===== src/rtl/spi_clkdiv_pkg.sv =====
package spi_clkdiv_pkg;

   typedef enum logic {
      DIV_POW2 = 1'b0,
      DIV_LIN  = 1'b1
   } div_mode_e;

   localparam int unsigned DEF_LIN_W = 8;
   localparam int unsigned DEF_EXP_W = 4;

   // width needed to hold (half period - 1) for either scheme
   function automatic int unsigned half_cnt_w(int unsigned lin_w, int unsigned exp_w);
      int unsigned pw;
      pw = (1 << exp_w) - 2;
      if (pw < 1) pw = 1;
      return (lin_w > pw) ? lin_w : pw;
   endfunction

endpackage


===== src/rtl/sck_cfg_hold.sv =====
module sck_cfg_hold #(
   parameter int unsigned CFG_W = 13
) (
   input  logic             clk,
   input  logic             rst_n,
   input  logic             we,
   input  logic [CFG_W-1:0] wdata,
   input  logic             busy,
   output logic [CFG_W-1:0] cfg_q
);

   logic [CFG_W-1:0] park_q;
   logic             park_v;

   always_ff @(posedge clk or negedge rst_n) begin
      if (!rst_n) begin
         cfg_q  <= '0;
         park_q <= '0;
         park_v <= 1'b0;
      end else if (we && !busy) begin
         cfg_q  <= wdata;
         park_v <= 1'b0;
      end else if (we) begin
         park_q <= wdata;
         park_v <= 1'b1;
      end else if (!busy && park_v) begin
         cfg_q  <= park_q;
         park_v <= 1'b0;
      end
   end

   // rate word frozen while a transfer runs
   assert_cfg_frozen_R7: assert property (@(posedge clk) disable iff (!rst_n)
      busy |=> $stable(cfg_q));

endmodule


===== src/rtl/sck_half_sel.sv =====
module sck_half_sel
   import spi_clkdiv_pkg::*;
#(
   parameter int unsigned LIN_W = DEF_LIN_W,
   parameter int unsigned EXP_W = DEF_EXP_W,
   parameter int unsigned CNT_W = half_cnt_w(LIN_W, EXP_W)
) (
   input  logic [LIN_W+EXP_W:0] cfg,
   output logic [CNT_W-1:0]     half_m1,
   output logic                 bypass
);

   localparam int unsigned SEL_BIT = LIN_W + EXP_W;

   logic [LIN_W-1:0] lin_f;
   logic [EXP_W-1:0] exp_f;
   div_mode_e        mode;
   logic [CNT_W:0]   pow_one;

   assign lin_f = cfg[LIN_W-1:0];
   assign exp_f = cfg[SEL_BIT-1:LIN_W];
   assign mode  = div_mode_e'(cfg[SEL_BIT]);

   always_comb begin
      pow_one = '0;
      if (exp_f != '0) pow_one = {{CNT_W{1'b0}}, 1'b1} << (exp_f - 1'b1);
   end

   always_comb begin
      bypass = 1'b0;
      if (mode == DIV_LIN) begin
         half_m1 = CNT_W'(lin_f);
      end else if (exp_f == '0) begin
         half_m1 = '0;
         bypass  = 1'b1;
      end else begin
         half_m1 = pow_one[CNT_W-1:0] - 1'b1;
      end
   end

endmodule


===== src/rtl/sck_phase_cnt.sv =====
module sck_phase_cnt #(
   parameter int unsigned CNT_W = 14
) (
   input  logic             clk,
   input  logic             rst_n,
   input  logic             run,
   input  logic [CNT_W-1:0] half_m1,
   output logic             tick
);

   logic [CNT_W-1:0] cnt_q;

   assign tick = run && (cnt_q == half_m1);

   always_ff @(posedge clk or negedge rst_n) begin
      if (!rst_n)          cnt_q <= '0;
      else if (!run || tick) cnt_q <= '0;
      else                 cnt_q <= cnt_q + 1'b1;
   end

   // the count never passes the half period of the current rate
   assert_cnt_bound_R5: assert property (@(posedge clk) disable iff (!rst_n)
      run |-> (cnt_q <= half_m1));

   // ticks are isolated unless the half period is one cycle
   assert_tick_gap_R4: assert property (@(posedge clk) disable iff (!rst_n)
      (tick && half_m1 != '0) |=> !tick);

endmodule


===== src/rtl/sck_level.sv =====
module sck_level #(
   parameter bit BYPASS_EN = 1'b1
) (
   input  logic clk,
   input  logic rst_n,
   input  logic run,
   input  logic tick,
   input  logic bypass,
   input  logic cpol,
   output logic sclk
);

   logic sclk_q;
   logic byp_eff;

   assign byp_eff = BYPASS_EN && bypass;

   always_ff @(posedge clk or negedge rst_n) begin
      if (!rst_n)               sclk_q <= 1'b0;
      else if (!run)            sclk_q <= cpol;
      else if (tick && !byp_eff) sclk_q <= ~sclk_q;
   end

   generate
      if (BYPASS_EN) begin : g_gated
         assign sclk = !run ? cpol : (byp_eff ? (cpol ^ clk) : sclk_q);
      end else begin : g_plain
         assign sclk = run ? sclk_q : cpol;
      end
   endgenerate

   // level holds on every active edge without a tick
   assert_hold_level_R4: assert property (@(posedge clk) disable iff (!rst_n)
      (run && !tick) |=> $stable(sclk_q));

   // level flips on the edge that closes a tick
   assert_toggle_R4: assert property (@(posedge clk) disable iff (!rst_n)
      (run && tick && !byp_eff) |=> (sclk_q != $past(sclk_q)));

endmodule


===== src/rtl/sclk_divgen.sv =====
module sclk_divgen
   import spi_clkdiv_pkg::*;
#(
   parameter int unsigned LIN_W     = DEF_LIN_W,
   parameter int unsigned EXP_W     = DEF_EXP_W,
   parameter bit          BYPASS_EN = 1'b1
) (
   input  logic                   clk,
   input  logic                   rst_n,
   input  logic                   cfg_we_i,
   input  logic [LIN_W+EXP_W:0]   cfg_wdata_i,
   input  logic                   xfer_act_i,
   input  logic                   cpol_i,
   output logic                   tick_o,
   output logic                   sclk_o
);

   localparam int unsigned CFG_W = LIN_W + EXP_W + 1;
   localparam int unsigned CNT_W = half_cnt_w(LIN_W, EXP_W);

   generate
      if (LIN_W < 1 || EXP_W < 1 || EXP_W > 5) begin : g_bad_cfg
         $error("sclk_divgen: LIN_W must be >= 1 and EXP_W in 1..5");
      end
   endgenerate

   logic [CFG_W-1:0] cfg_q;
   logic [CNT_W-1:0] half_m1;
   logic             bypass;

   sck_cfg_hold #(.CFG_W(CFG_W)) u_cfg (
      .clk   (clk),
      .rst_n (rst_n),
      .we    (cfg_we_i),
      .wdata (cfg_wdata_i),
      .busy  (xfer_act_i),
      .cfg_q (cfg_q)
   );

   sck_half_sel #(.LIN_W(LIN_W), .EXP_W(EXP_W), .CNT_W(CNT_W)) u_sel (
      .cfg     (cfg_q),
      .half_m1 (half_m1),
      .bypass  (bypass)
   );

   sck_phase_cnt #(.CNT_W(CNT_W)) u_cnt (
      .clk     (clk),
      .rst_n   (rst_n),
      .run     (xfer_act_i),
      .half_m1 (half_m1),
      .tick    (tick_o)
   );

   sck_level #(.BYPASS_EN(BYPASS_EN)) u_lvl (
      .clk    (clk),
      .rst_n  (rst_n),
      .run    (xfer_act_i),
      .tick   (tick_o),
      .bypass (bypass),
      .cpol   (cpol_i),
      .sclk   (sclk_o)
   );

   // idle line rests at the polarity level with no enables
   assert_idle_R6: assert property (@(posedge clk) disable iff (!rst_n)
      !xfer_act_i |-> (!tick_o && sclk_o == cpol_i));

endmodule


===== config.mk =====
export PLATFORM = sky130hd
export DESIGN_NAME = sclk_divgen
export DESIGN_NICKNAME = d
export VERILOG_FILES = /design/src/rtl/spi_clkdiv_pkg.sv /design/src/rtl/sck_cfg_hold.sv /design/src/rtl/sck_half_sel.sv /design/src/rtl/sck_phase_cnt.sv /design/src/rtl/sck_level.sv /design/src/rtl/sclk_divgen.sv
export SDC_FILE = /design/constraint.sdc
export NUM_CORES = 1
export LEC_CHECK = 0
export CORE_ASPECT_RATIO = 1.1
export CORE_UTILIZATION = 59
export DETAILED_ROUTE_END_ITERATION = 8
export PLACE_DENSITY = 0.83
export SYNTH_ARGS = -nofsm -noshare
export SYNTH_HDL_FRONTEND = slang
export SYNTH_SLANG_ARGS = --single-unit

===== constraint.sdc =====
create_clock -name clk -period 4.3 [get_ports clk]
set_clock_uncertainty 0.2 [all_clocks]
set_input_delay 0.86 -clock clk [delete_from_list [all_inputs] [get_ports clk]]
set_output_delay 0.86 -clock clk [all_outputs]
set_load 0.01 [all_outputs]

==> impl_results.md <==
- Result of the run: completed
- Quantity of I/O buffers inserted on ports: 19
- Antenna Violating Nets Remaining: 0
- Largest net degree at the start of global routing: 43
- Vias in the first global route: 2,154
- Register area: 0.00105 mm2
- Worst EP required: 3240 ps
- Total GRT Usage: 27.0%
- Insertion delay to the later sink of the worst-skew pair: 410 ps
- Final HPWL DP: 4010 um
- Core area: 0.00432 mm2
- Internal power: 789 uW
- Worst r2r src: u_cfg.cfg_q[11]
- Final core utilization: 72.4%
- Row cnt: 25
- Die area: 0.00480 mm2
- Net count after synthesis: 328
- Iteration count of the initial detailed-routing pass: 5
- Crit end category: output port
- Detailed router's first-iteration violation count: 223
- Reg-to-reg setup timing slack: 940 ps
- Drt drc: 0
- Die X: 66.1 um
- Initial Utilization: 61.8%
- Syn Inst Count: 308
- Proportion of layout cells with a drive suffix above 1: 15.8%
- CTS tree: built
- Hold path startpoint: u_cfg.cfg_q[3]
- Max_cap viols: 0
- Peak supply drop: 0.255 mV
- Drt total wl: 5930 um
- Reg clk slew, reported paths: 80 ps
- Yosys cell types: 50
- Placer Congestion: 0.908
- Critical Path AT: 3090 ps
- P_sw: 370 uW
- Switching Share: 31.9%
- Clock power frac: 31.7%
- Vias per inst: 6.14
- GRT overflow: 0
- # diodes: 0
- Initial antenna violation count: 0
- Yosys reg bits: 42
- Fin crit period: 4150 ps
- Final nets: 348
- Setup slack at placement: 116 ps
- Mapped Area: 0.00267 mm2
- Number of fill cells in the layout: 309
- Routed length per instance: 15.4 um
- Seq pwr share: 40.3%
- Buffers inserted by post-CTS timing repair: 0
- Cell Pwr Density: 371 mW/mm2
- Hold Vio Cnt, Final: 0
- Max Slew Vio Count: 0
- IO Count: 20
- Routed via count: 2,356
- Relative slew margins: 38.0%
- Ys flop type: dfrtp_1
- Comb pwr share: 28.0%
- Leakage: 0.00128 uW
- P&R area growth vs syn: 17.1%
- Tcrit/Tclk final: 96.4%
- Ys async rst share: 100%
- Type of origin of the critical path: clock port
- Max Fclk: 242 MHz
- Register area share after synthesis: 39.4%
- Hold buffer count at cts: 0
- Worst-margin pin slew: 930 ps
- Max FO, Critical Path: 2
- Number of flops mapped to enable cells by yosys: 0
- Crit path from: clk
- Post-route setup slack: 155 ps
- Final setup viols: 0
- Critical path class: clk2out
- Average size of a mapped cell: 8.66 um2
- Area of the multi-input gates: 0.00152 mm2
- Hold Path Class: reg2reg
- Die H: 72.5 um
- Ys Warns: 0
- First-pass GRT wire length: 9780 um
[registers in the layout, summed over array words and instances, names as in the netlist]
name and count:
u_lvl.sclk_q 1, u_cnt.cnt_q 14, u_cfg.park_q 13, u_cfg.cfg_q 13, u_cfg.park_v 1
[kinds of logic (layout without fill, tap and decap cells)]
kind of cell | count (synthesis) | after routing | synth area share, %
AND/OR/NAND/NOR | 118 | 118 | 23.8
AO/OA/AOI/OAI | 75 | 75 | 17.6
flip-flops | 42 | 42 | 39.4
buffers and inverters | 36 | 58 | 5.58
XOR/XNOR | 21 | 21 | 6.89
multiplexers | 14 | 14 | 5.86
adder cells (fa/ha/maj) | 2 | 2 | 0.937
[what timing repair did]
item | in CTS | in global routing
setup endpoints to repair | 2 | 2
gates resized for setup | 6 | 11
pin swaps | 0 | 1
[cells in the final DEF (no fill, tap or decap), types with 2 or more instances in the layout]
cell / netlist / layout
dfrtp_1: 42 / 42
nor2_1: 32 / 32
nand2_1: 31 / 31
o21ai_0: 24 / 24
a21oi_1: 21 / 21
xnor2_1: 16 / 16
clkdlybuf4s50_1: 0 / 16
and3b_1: 13 / 13
mux2_2: 13 / 13
buf_4: 0 / 13
inv_1: 11 / 11
clkbuf_8: 0 / 9
nand3_1: 5 / 5
nor3_1: 7 / 5
a31oi_1: 6 / 5
xor2_1: 5 / 5
nor2b_1: 5 / 5
nor3b_1: 3 / 3
o31ai_1: 3 / 3
nand2b_1: 3 / 3
or3_1: 3 / 3
nand4_1: 2 / 2
o41ai_1: 2 / 2
o311a_1: 2 / 2
or4_4: 2 / 2
nor4_1: 2 / 2
o211ai_1: 2 / 2
o311ai_0: 2 / 2
a32o_1: 2 / 2
o21bai_1: 2 / 2
a32oi_1: 2 / 2
nor3_2: 0 / 2
clkbuf_1: 17 / 2
[power by group through the flow]
stage	registers [uW]	clock network, uW	logic (uW)
after floorplan	461	4.91	224
after global placement	469	7.89	299
after detailed placement	472	7.88	303
after CTS	465	373	311
after global routing	473	388	358
final	468	367	324
[routing by layer]
layer  vias to the layer above  wire [um]  GRT usage (%)
met1                      1122       2520           33.7
met5                         -          0              0
li1                       1125          -              -
met2                        95       2950           43.4
met4                         0        102           11.8
met3                        14        347           7.86
[worst max-delay path, cell delays in order]
cell and delay, ps:
clkbuf_8 120, clkbuf_8 120, or3_1 340, a21oi_1 150, a21oi_1 70, clkbuf_2 130
[final timing paths]
path                                         to  depth (start not counted)
min in group asynchronous       u_cnt.cnt_q[13]                          1
max in group asynchronous        u_cnt.cnt_q[5]                          1
worst max register to register     u_lvl.sclk_q                         12
worst min-delay path             u_cfg.cfg_q[3]                          2
worst max-delay path                     sclk_o                          6
worst min register to register   u_cfg.cfg_q[3]                          2
[cell usage after synthesis, drive strengths merged, types with 3 or more instances]
master / number / area, um2
xor2: 5 / 43.8
inv: 11 / 41.3
nand2: 31 / 116
nand3: 5 / 25.0
a21oi: 21 / 105
and3b: 13 / 114
o31ai: 3 / 22.5
or3: 3 / 18.8
mux2: 13 / 146
clkbuf: 18 / 68.8
xnor2: 16 / 140
dfrtp: 42 / 1050
buf: 7 / 38.8
nor3b: 3 / 22.5
nand2b: 3 / 18.8
nor2: 32 / 120
nor2b: 5 / 31.3
or4: 3 / 30.0
nor3: 7 / 35.0
a31oi: 6 / 37.5
o21ai: 25 / 125
[metrics by stage]
step                hold slack (ps)  instance area (um2)  power (uW)  TNS (ps)  cells
floorplan                       242                 2670         690         0    308
global placement                267                 2930         776         0    371
detailed placement              271                 2930         783         0    371
CTS                             290                 3080        1150         0    384
global route                    310                 3120        1220     -3.56    384
finish                          288                 3120        1160         0    384
[cell type report]
cell class,instances,share of cell area [%]
Clock inverter,2,0.441
Clock buffer,12,4.37
Inverter,11,1.32
Sequential cell,42,33.6
Timing Repair Buffer,33,9.57
Tap cell,54,2.16
Multi-Input combinational cell,230,48.5
Note: power is estimated with default switching activity, not from simulation.
